[src/rtl/dtw_pkg.sv]
package dtw_pkg;

  // control word bit positions
  localparam int CTL_ONESHOT  = 0;
  localparam int CTL_WIDE     = 1;
  localparam int CTL_DIV_LO   = 2;
  localparam int CTL_IE       = 5;
  localparam int CTL_PERIODIC = 6;
  localparam int CTL_RUN      = 7;
  localparam logic [7:0] CTL_RESET = 8'h20;

  // word index within a timer slot
  typedef enum logic [2:0] {
    TR_LOAD   = 3'd0,
    TR_COUNT  = 3'd1,
    TR_CTRL   = 3'd2,
    TR_ICLR   = 3'd3,
    TR_RAW    = 3'd4,
    TR_MASKED = 3'd5,
    TR_BGLOAD = 3'd6
  } tmr_reg_e;

  // identification byte for the top eight words of the window
  function automatic logic [7:0] ident_byte(input logic [2:0] idx);
    logic [7:0] b;
    case (idx)
      3'd0:    b = 8'h04;
      3'd1:    b = 8'h18;
      3'd2:    b = 8'h14;
      3'd3:    b = 8'h00;
      3'd4:    b = 8'h0D;
      3'd5:    b = 8'hF0;
      3'd6:    b = 8'h05;
      default: b = 8'hB1;
    endcase
    return b;
  endfunction

endpackage

[src/rtl/dtw_decode.sv]
module dtw_decode #(
  parameter int NT       = 2,
  parameter int WIN_W    = 12,
  parameter int STRIDE_W = 5
) (
  input  logic [WIN_W-1:0]    addr,
  output logic [NT-1:0]       tmr_sel,
  output logic [2:0]          reg_idx,
  output logic                id_hit,
  output logic [2:0]          id_idx
);
  localparam int HI_W = WIN_W - STRIDE_W;
  localparam logic [HI_W-1:0] ID_SLOT = {HI_W{1'b1}};

  logic aligned;
  logic [HI_W-1:0] slot;

  assign aligned = (addr[1:0] == 2'b00);
  assign slot    = addr[WIN_W-1:STRIDE_W];
  assign reg_idx = addr[STRIDE_W-1:2];
  assign id_idx  = addr[STRIDE_W-1:2];
  assign id_hit  = aligned && (slot == ID_SLOT);

  for (genvar i = 0; i < NT; i++) begin : g_sel
    assign tmr_sel[i] = aligned && (slot == HI_W'(i));
  end
endmodule

[src/rtl/dtw_prescale.sv]
module dtw_prescale #(
  parameter int PRE_W = 8
) (
  input  logic       clk,
  input  logic       rst_n,
  input  logic       tick,
  input  logic       run,
  input  logic [1:0] div,
  input  logic       clr,
  output logic       step
);
  logic [PRE_W-1:0] pc;
  logic wrap16, wrap256;

  always_ff @(posedge clk) begin
    if (!rst_n)            pc <= '0;
    else if (clr)          pc <= '0;
    else if (tick && run)  pc <= pc + 1'b1;
  end

  assign wrap16  = (pc[3:0] == 4'hF);
  assign wrap256 = (pc == {PRE_W{1'b1}});

  always_comb begin
    step = 1'b0;
    if (tick && run) begin
      case (div)
        2'd0:    step = 1'b1;
        2'd2:    step = wrap256;
        default: step = wrap16;
      endcase
    end
  end
endmodule

[src/rtl/dtw_timer.sv]
module dtw_timer
  import dtw_pkg::*;
#(
  parameter int CNT_W = 32,
  parameter int PRE_W = 8
) (
  input  logic             clk,
  input  logic             rst_n,
  input  logic             wr_en,
  input  logic [2:0]       reg_idx,
  input  logic [CNT_W-1:0] wdata,
  output logic [CNT_W-1:0] rdata,
  input  logic             tick,
  output logic             irq,
  output logic             raw_o
);
  localparam logic [CNT_W-1:0] MAX_WIDE   = {CNT_W{1'b1}};
  localparam logic [CNT_W-1:0] MAX_NARROW = CNT_W'(16'hFFFF);

  logic [7:0]       ctrl;
  logic [CNT_W-1:0] limit, count, mask;
  logic             raw, step, expire;
  logic             wr_load, wr_ctrl, wr_iclr, wr_bg;

  assign wr_load = wr_en && (reg_idx == TR_LOAD);
  assign wr_ctrl = wr_en && (reg_idx == TR_CTRL);
  assign wr_iclr = wr_en && (reg_idx == TR_ICLR);
  assign wr_bg   = wr_en && (reg_idx == TR_BGLOAD);
  assign mask    = ctrl[CTL_WIDE] ? MAX_WIDE : MAX_NARROW;
  assign expire  = step && (count == '0);

  dtw_prescale #(.PRE_W(PRE_W)) u_pre (
    .clk  (clk),
    .rst_n(rst_n),
    .tick (tick),
    .run  (ctrl[CTL_RUN]),
    .div  (ctrl[CTL_DIV_LO+1:CTL_DIV_LO]),
    .clr  (wr_ctrl),
    .step (step)
  );

  always_ff @(posedge clk) begin
    if (!rst_n) begin
      ctrl  <= CTL_RESET;
      limit <= '0;
      count <= '0;
      raw   <= 1'b0;
    end else begin
      if (step) begin
        if (count == '0) begin
          raw <= 1'b1;
          if (ctrl[CTL_ONESHOT])       ctrl[CTL_RUN] <= 1'b0;
          else if (ctrl[CTL_PERIODIC]) count <= limit & mask;
          else                         count <= mask;
        end else begin
          count <= (count - 1'b1) & mask;
        end
      end
      if (wr_load) begin
        limit <= wdata;
        count <= wdata;
      end
      if (wr_bg)   limit <= wdata;
      if (wr_ctrl) ctrl  <= wdata[7:0];
      if (wr_iclr && !expire) raw <= 1'b0;
    end
  end

  always_comb begin
    rdata = '0;
    case (reg_idx)
      TR_LOAD, TR_BGLOAD: rdata = limit;
      TR_COUNT:           rdata = count;
      TR_CTRL:            rdata = CNT_W'(ctrl);
      TR_RAW:             rdata = CNT_W'(raw);
      TR_MASKED:          rdata = CNT_W'(raw && ctrl[CTL_IE]);
      default:            rdata = '0;
    endcase
  end

  assign irq   = raw && ctrl[CTL_IE];
  assign raw_o = raw;

  AST_COUNT_HOLD: assert property (@(posedge clk) disable iff (!rst_n)
    (!tick && !wr_load) |=> $stable(count));
  AST_CLEAR_DROPS_RAW: assert property (@(posedge clk) disable iff (!rst_n)
    (wr_iclr && !tick) |=> !raw);
  AST_RELOAD_FROM_LIMIT: assert property (@(posedge clk) disable iff (!rst_n)
    (expire && ctrl[CTL_PERIODIC] && !ctrl[CTL_ONESHOT] && !wr_en) |=> (count == ($past(limit) & $past(mask))));
endmodule

[src/rtl/dual_timer_wrap.sv]
module dual_timer_wrap
  import dtw_pkg::*;
#(
  parameter int ADDR_W = 32,
  parameter int DATA_W = 32,
  parameter int PRE_W  = 8
) (
  input  logic              clk,
  input  logic              rst_n,
  input  logic              req_valid,
  input  logic              req_write,
  input  logic [ADDR_W-1:0] req_addr,
  input  logic [DATA_W-1:0] req_wdata,
  output logic              rsp_valid,
  output logic [DATA_W-1:0] rsp_rdata,
  input  logic              tick0,
  input  logic              tick1,
  output logic              irq
);
  localparam int NT       = 2;
  localparam int WIN_W    = 12;
  localparam int STRIDE_W = 5;

  logic [WIN_W-1:0]  win_addr;
  logic              unused_addr_hi;
  logic [NT-1:0]     tmr_sel, t_wr, t_irq, t_raw, tick_v;
  logic [2:0]        reg_idx, id_idx;
  logic              id_hit, rd_req;
  logic [DATA_W-1:0] t_rdata [NT];
  logic [DATA_W-1:0] rd_next;

  assign win_addr       = req_addr[WIN_W-1:0];
  assign unused_addr_hi = ^req_addr[ADDR_W-1:WIN_W];
  assign tick_v         = {tick1, tick0};
  assign rd_req         = req_valid && !req_write;

  dtw_decode #(.NT(NT), .WIN_W(WIN_W), .STRIDE_W(STRIDE_W)) u_dec (
    .addr   (win_addr),
    .tmr_sel(tmr_sel),
    .reg_idx(reg_idx),
    .id_hit (id_hit),
    .id_idx (id_idx)
  );

  for (genvar i = 0; i < NT; i++) begin : g_tmr
    assign t_wr[i] = req_valid && req_write && tmr_sel[i];
    dtw_timer #(.CNT_W(DATA_W), .PRE_W(PRE_W)) u_tmr (
      .clk    (clk),
      .rst_n  (rst_n),
      .wr_en  (t_wr[i]),
      .reg_idx(reg_idx),
      .wdata  (req_wdata),
      .rdata  (t_rdata[i]),
      .tick   (tick_v[i]),
      .irq    (t_irq[i]),
      .raw_o  (t_raw[i])
    );
  end

  always_comb begin
    rd_next = '0;
    if (id_hit) rd_next = DATA_W'(ident_byte(id_idx));
    for (int i = 0; i < NT; i++) begin
      if (tmr_sel[i]) rd_next = rd_next | t_rdata[i];
    end
  end

  always_ff @(posedge clk) begin
    if (!rst_n) begin
      rsp_valid <= 1'b0;
      rsp_rdata <= '0;
    end else begin
      rsp_valid <= rd_req;
      if (rd_req) rsp_rdata <= rd_next;
    end
  end

  assign irq = |t_irq;

  AST_RSP_AFTER_READ: assert property (@(posedge clk) disable iff (!rst_n)
    rsp_valid |-> $past(rd_req));
  AST_READ_GIVES_RSP: assert property (@(posedge clk) disable iff (!rst_n)
    rd_req |=> rsp_valid);
  AST_ID_UPPER_ZERO: assert property (@(posedge clk) disable iff (!rst_n)
    (rd_req && win_addr[WIN_W-1:STRIDE_W] == '1 && win_addr[1:0] == 2'b00) |=> (rsp_rdata[DATA_W-1:8] == '0));
  AST_TEST_WORDS_ZERO: assert property (@(posedge clk) disable iff (!rst_n)
    (rd_req && (win_addr == 12'hF00 || win_addr == 12'hF04)) |=> (rsp_rdata == '0));
  AST_HIGH_WRITE_NONE: assert property (@(posedge clk) disable iff (!rst_n)
    (req_valid && req_write && win_addr[WIN_W-1:6] != '0) |-> (t_wr == '0));
  AST_IRQ_HAS_SOURCE: assert property (@(posedge clk) disable iff (!rst_n)
    irq |-> (t_raw != '0));
  AST_ONE_TARGET: assert property (@(posedge clk) disable iff (!rst_n)
    $onehot0({tmr_sel, id_hit}));
endmodule

[config.mk]
export PLATFORM = sky130hd
export DESIGN_NAME = dual_timer_wrap
export DESIGN_NICKNAME = d
export VERILOG_FILES = /design/src/rtl/dtw_pkg.sv /design/src/rtl/dtw_decode.sv /design/src/rtl/dtw_prescale.sv /design/src/rtl/dtw_timer.sv /design/src/rtl/dual_timer_wrap.sv
export SDC_FILE = /design/constraint.sdc
export NUM_CORES = 1
export LEC_CHECK = 0
export BUFFER_PORTS_ARGS = -buffer_cell sky130_fd_sc_hd__buf_2
export CORE_UTILIZATION = 29
export DETAILED_ROUTE_END_ITERATION = 10
export GPL_ROUTABILITY_DRIVEN = 1
export PLACE_DENSITY = 0.56
export SYNTH_ARGS = -nofsm -noshare
export SYNTH_HDL_FRONTEND = slang
export SYNTH_HIERARCHICAL = 1
export SYNTH_SLANG_ARGS = --single-unit
[constraint.sdc]
create_clock -name clk -period 3.65 [get_ports clk]
set_input_delay 0 -clock clk [delete_from_list [all_inputs] [get_ports clk]]
set_output_delay 0 -clock clk [all_outputs]
set_load 0.02 [all_outputs]
# == Word-level counts from Yosys, hierarchy flattened ==
# Index checks and enable logic that the tools add are counted.
# totals
in_bits,70
regBits,195
wordCells,130
output_inout_bits,34
# classes
n_reduce_logical,55
n_eq_ne,16
muxes,34
n_addsub,4
bitwise,7
# ops
operator,count
two-way mux 32 bit,18
one-hot mux 32 bit (5 select lines),2
bitwise AND 32 bit,4
logical NOT 32 bit,2
OR 32 bit,2
subtractor 32 x 1 -> 32 bit (second input constant),2
one-hot mux 8 bit (7 select lines),1
two-way mux 8 bit,3
logical AND 1 bit,23
nonzero test 2 bit,10
adder 8 x 1 -> 8 bit (second input constant),2
equality test 8 bit (second input constant),2
OR reduction 2 bit,6
equality test 3 bit (second input constant),3
equality test 4 bit (second input constant),2
two-way mux 1 bit,8
AND reduction 2 bit,4
equality test 7 x 1 -> 1 bit (second input constant),1
equality test 7 bit (second input constant),1
logical NOT 7 bit,1
equality test 3 x 2 -> 1 bit (second input constant),2
logical NOT 2 bit,3
inequality test 3 bit (second input constant),2
AND reduction 3 bit,2
6 further kinds,10

# == Depth between registers and ports, before layout ==
# logic_depth
ltp_word,7
ltp_mapped,12
depth_no_buf,10

# == Hierarchy ==
# The synthesis kept the hierarchy.
# by_module_without_submodules
module,area_each_um2,n_inst,seq_area_each_um2,cells_each
dtw_timer (g_tmr[1].u_tmr),4490.6,1,1461.4,564
dtw_timer (g_tmr[0].u_tmr),4414.2,1,1461.4,593
dual_timer_wrap,1750.4,1,660.6,163
dtw_prescale,379.1,2,160.2,44
dtw_decode,105.1,1,0.0,14

# == Least setup slack after synthesis ==
# No wires, ideal clock.
# synth_timing
path_kind,input to register
from,input req_addr[8]
to,register g_tmr[0].u_tmr.count[15]
n_path_buf,5
required_ns,3.517
setup_time_ns,0.133
slack_ns,0.722
stages,11
arrival_time_ns,2.795
path_cell_list,or4_4 -> nor4_2 -> buf_2 -> buf_2 -> and3_1 -> or4b_2 -> clkbuf_1 -> clkbuf_1 -> clkbuf_1 -> o221ai_1 -> a21oi_1
# synth_via
elab_chain_cells,6
word_cells_on_any_way,8
classes_between,eq/ne: 1; mux: 1; reduce/logical: 6
# synth_rtl
element,line_no,rtl
from (decl),dual_timer_wrap.sv:12,"input logic [ADDR_W-1:0] req_addr,"
logical NOT 7 bit (*),dtw_decode.sv:25,assign tmr_sel[i] = aligned && (slot == HI_W'(i));
logical AND 1 bit (*),dtw_decode.sv:25,
net tmr_sel[0],dual_timer_wrap.sv:26,"logic [NT-1:0] tmr_sel, t_wr, t_irq, t_raw, tick_v;"
logical AND 1 bit (*),dual_timer_wrap.sv:46,assign t_wr[i] = req_valid && req_write && tmr_sel[i];
net t_wr[0],dual_timer_wrap.sv:26,
logical AND 1 bit (*),dtw_timer.sv:25,assign wr_load = wr_en && (reg_idx == TR_LOAD);
inequality test 3 bit (no line) / nonzero test 2 bit (equally long branches),-,
AND reduction 2 bit (no line),-,
to (signal assigned),dtw_timer.sv:53,else if (ctrl[CTL_PERIODIC]) count <= limit & mask;
to (signal assigned),dtw_timer.sv:54,else count <= mask;
to (signal assigned),dtw_timer.sv:56,count <= (count - 1'b1) & mask;
to (decl),dtw_timer.sv:21,"logic [CNT_W-1:0] limit, count, mask;"
# The timed path passes the listed nets; every way through them passes the cells marked *.
# A chain may end at the register's enable or synchronous reset.

# == Worst setup path after layout ==
# layout_timing
from,register g_tmr[1].u_tmr.count[0]
to,register g_tmr[1].u_tmr.count[30]
# layout_via
elab_chain_cells,5
word_cells_on_any_way,8
classes_between,add/sub: 1; eq/ne: 1; mux: 3; bitwise: 1; reduce/logical: 2
# layout_rtl
element,line_no,rtl
from (decl),dtw_timer.sv:21,
from (signal assigned),dtw_timer.sv:53,
from (signal assigned),dtw_timer.sv:54,
from (signal assigned),dtw_timer.sv:56,
subtractor 32 x 1 -> 32 bit,dtw_timer.sv:56,
bitwise AND 32 bit,dtw_timer.sv:56,
two-way mux 32 bit,dtw_timer.sv:50,if (count == '0) begin
two-way mux 32 bit,dtw_timer.sv:49,if (step) begin
two-way mux 32 bit,dtw_timer.sv:59,if (wr_load) begin
# Several ways; a longest one is shown, not always the timed one. The select of a mux whose other input is x is not followed.

==> results.md <==
- Synth Net Count: 1498
- DRC Markers: 0
- Critical Path RT: ~4000 ps
- Total clock sinks: between 150 and 200
- Die Height: 201.3 µm
- Crit. End Element: flip-flop
- Vias: between 10000 and 15000
- Clock latency on the worst-skew pair: around 460 ps
- Port bufs: 83
- Placed cell area: around 12000 µm²
- Area grow syn2layout: 15.58%
- Clock transition at path regs: 80 ps
- Num rows: 72
- Int Power: approximately 3.5 mW
- Max-cap viol count: 0
- Hold Startpoint: req_addr[4]
- Final Cell Area: between 10000 and 15000 µm²
- GR Overflow Total: 0
- Slew Limit Fails: 0
- Primary FF master, synth: dfxtp_1
- Flop pwr share: 0.467
- R2r startpoint: g_tmr[1].u_tmr/count[0]
- Commonest non-fill, non-tap cells in the layout: 222 x nand2_1, 195 x dfxtp_1, 105 x a21oi_1
- Postcts setup bufs: 0
- Clock tree buffer depth: 2
- Cell variety after synth: slightly below 80
- I/O pin total: 104
- Crit path DAT: around 3400 ps
- Measured slew at the worst slew-check pin: around 1100 ps
- Initial antenna violation count: 1
- RSZ-0062 raised after global routing: no
- DIE WIDTH: between 200 and 250 µm
- Die area: a little over 40000 µm²
- Syn Inst Count: about 1400
- Final wirelength: just over 40 mm
- Logic pwr share: 0.077
- Initial Util: 0.2960
- Status: completed
- Period minus WS final: around 3100 ps
- DRT Pass-1 Iters: 5
- Vias in the first global route: approximately 10000
- Final hold vios: 0
- Clock share of power: 0.456
- EDFF count, synth: 0
- PostCTS Resize Cnt: 0
- GRT Total Usage: 0.1948
- Worst setup SP type: flip-flop
- Setup TNS: 0 ps
- Syn avg cell area: a little over 8 µm²
- Asr flop ratio synth: 0
- Tcrit/Tclk final: 0.8426
- Cts bufs inserted: 17
- First-pass GRT wire length: ~62 mm
- Dpl hpwl: about 28 mm
- Antenna Nets Post-Route: 0
- Ant diodes: 0
- Min-delay worst type: input pin to flip-flop
- Routability cong.: 0.9056
- Cell Area, Synth: between 10000 and 15000 µm²
- Worst setup path startpoint: g_tmr[1].u_tmr/count[0]
- Floorplan core area: between 30000 and 40000 µm²
- Routed length per instance: between 20 and 25 µm
- Seq/Total Area, Yosys: 0.3389
- Fmax: 325.2 MHz
- Psw: ~1.1 mW
- Count of final setup violators: 0
- Crit-path max FO: 12
- Share of layout cells above drive strength 1: 0.1583
- DR vias/cell: roughly 5.6
- Worst slew margin: 0.2779
- Root buffer cell: clkbuf_16
- CTS tree: done
- Power Dens Cells: between 300 and 400 nW/µm²
- Peak VDD IR: approximately 0.3 mV
- Yosys warns: 6
- H-tree depth: 4
- Pin count of the biggest net entering global routing: just over 60
- Commonest non-fill, non-tap cell in the layout: nand2_1
- DR iter-0 viols: slightly below 1000
- CP Class: flip-flop to flip-flop
- Reg2Reg Setup Slack: approximately 570 ps
- Final #Nets: 1556
- Static leakage: between 4 and 5 nW
- Number of synthesized register bits: about 200
- Clock Skew: approximately 15 ps
- Sw frac: 0.2406
## cells in the mapped netlist (9+ instances only)
cell type	count	area, µm²
nor4_1	24	150.1
o22ai_1	42	262.8
nand3b_1	13	97.59
o21ai_0	75	375.4
o221ai_1	11	96.34
buf_4	12	90.09
nor3b_2	18	225.2
nor3_1	37	185.2
buf_6	11	123.9
inv_1	26	97.59
nor2_1	71	266.5
a31oi_1	13	81.33
xor2_1	35	306.5
nand2_1	222	833.3
a21boi_0	43	322.8
nand4_1	11	68.82
a22oi_1	19	142.6
a22o_1	48	420.4
or4_1	10	75.07
a21oi_1	105	525.5
mux2i_1	25	250.2
nand3_1	20	100.1
or3_1	17	106.4
and3_1	15	93.84
nor2b_1	23	143.9
nor3b_1	10	75.07
a221oi_1	10	87.58
nand2b_1	9	56.30
dfxtp_1	195	3904
o31ai_1	14	105.1
buf_2	22	110.1
xnor2_1	14	122.6
clkbuf_1	74	277.8
a221oi_2	20	300.3
## path summary, 6_finish.rpt
| path | endpoint | cells after the start |
|---|---|---|
| worst max register to register | g_tmr[1].u_tmr/count[30] | 8 |
| worst max-delay path | g_tmr[1].u_tmr/count[30] | 8 |
| worst min register to register | g_tmr[0].u_tmr/limit[23] | 2 |
| worst min-delay path | rsp_rdata[0] | 3 |
## area by class of cell
type | instances | area, µm²
Timing Repair Buffer | 158 | 1064
Inverter | 29 | 108.9
Multi-Input combinational cell | 1079 | 6949
Tap cell | 518 | 648.1
Clock buffer | 21 | 460.4
Fill cell | 4114 | 25600
Clock inverter | 9 | 178.9
Sequential cell | 195 | 3904
## worst max-delay path: stages, from the launching register on
cell,delay [ps]
dfxtp_1,340
inv_1,190
ha_1,180
nor4b_1,620
nand4_4,270
nor4_2,420
o21ai_1,470
buf_4,370
o32ai_1,120
## routing by layer
| metal | wire, µm | track usage |
|---|---|---|
| met2 | 16860 | 0.2794 |
| met4 | 1678 | 0.09226 |
| met5 | 17 | 0 |
| met1 | 19330 | 0.2843 |
| met3 | 2394 | 0.02656 |
## state kept, by name (all words and copies together) (netlist names)
signal,flops
g_tmr.u_tmr/ctrl,16
g_tmr.u_tmr/count,64
g_tmr.u_tmr/limit,64
g_tmr.u_tmr/u_pre/pc,16
g_tmr.u_tmr/raw_o,2
rsp_valid,1
rsp_rdata,32
## power by group through the flow
stage / Sequential (mW) / Clock [mW] / Combinational, mW
after floorplan: 2.23 / 0 / 0.155
after global placement: 2.21 / 0 / 0.320
after detailed placement: 2.21 / 0 / 0.323
after CTS: 2.16 / 2.14 / 0.352
after global routing: 2.16 / 2.23 / 0.374
final: 2.16 / 2.11 / 0.355
## logic make-up after synthesis
family,after synthesis,synth area share
xor+xnor,49,0.03726
simple gates,551,0.2608
compound gates,448,0.2731
buf+inv,148,0.06170
flops,195,0.3389
fa+ha+maj,6,0.006517
mux,25,0.02172
## per-stage QoR
| step | total power, mW | std cells | hold WS, ps | utilization | setup slack, ps |
|---|---|---|---|---|---|
| after global routing | 4.762 | 2009 | 55.43 | 0.3421 | 402.0 |
| after floorplan | 2.386 | 1422 | 124.1 | - | 722.2 |
| after global placement | 2.527 | 1945 | 308.4 | 0.3169 | 461.9 |
| after CTS | 4.655 | 2009 | 20.63 | 0.3421 | 676.6 |
| final | 4.626 | 2009 | 34.63 | 0.3421 | 574.6 |
| after detailed placement | 2.530 | 1945 | 318.5 | 0.3169 | 422.2 |
## repair_timing
item                                    4_1_cts  5_1_grt
hold endpoints to repair                    141        0
hold buffers                                 34        0
endpoints found under the setup margin        0        0
(Power assumes the default switching activity.)
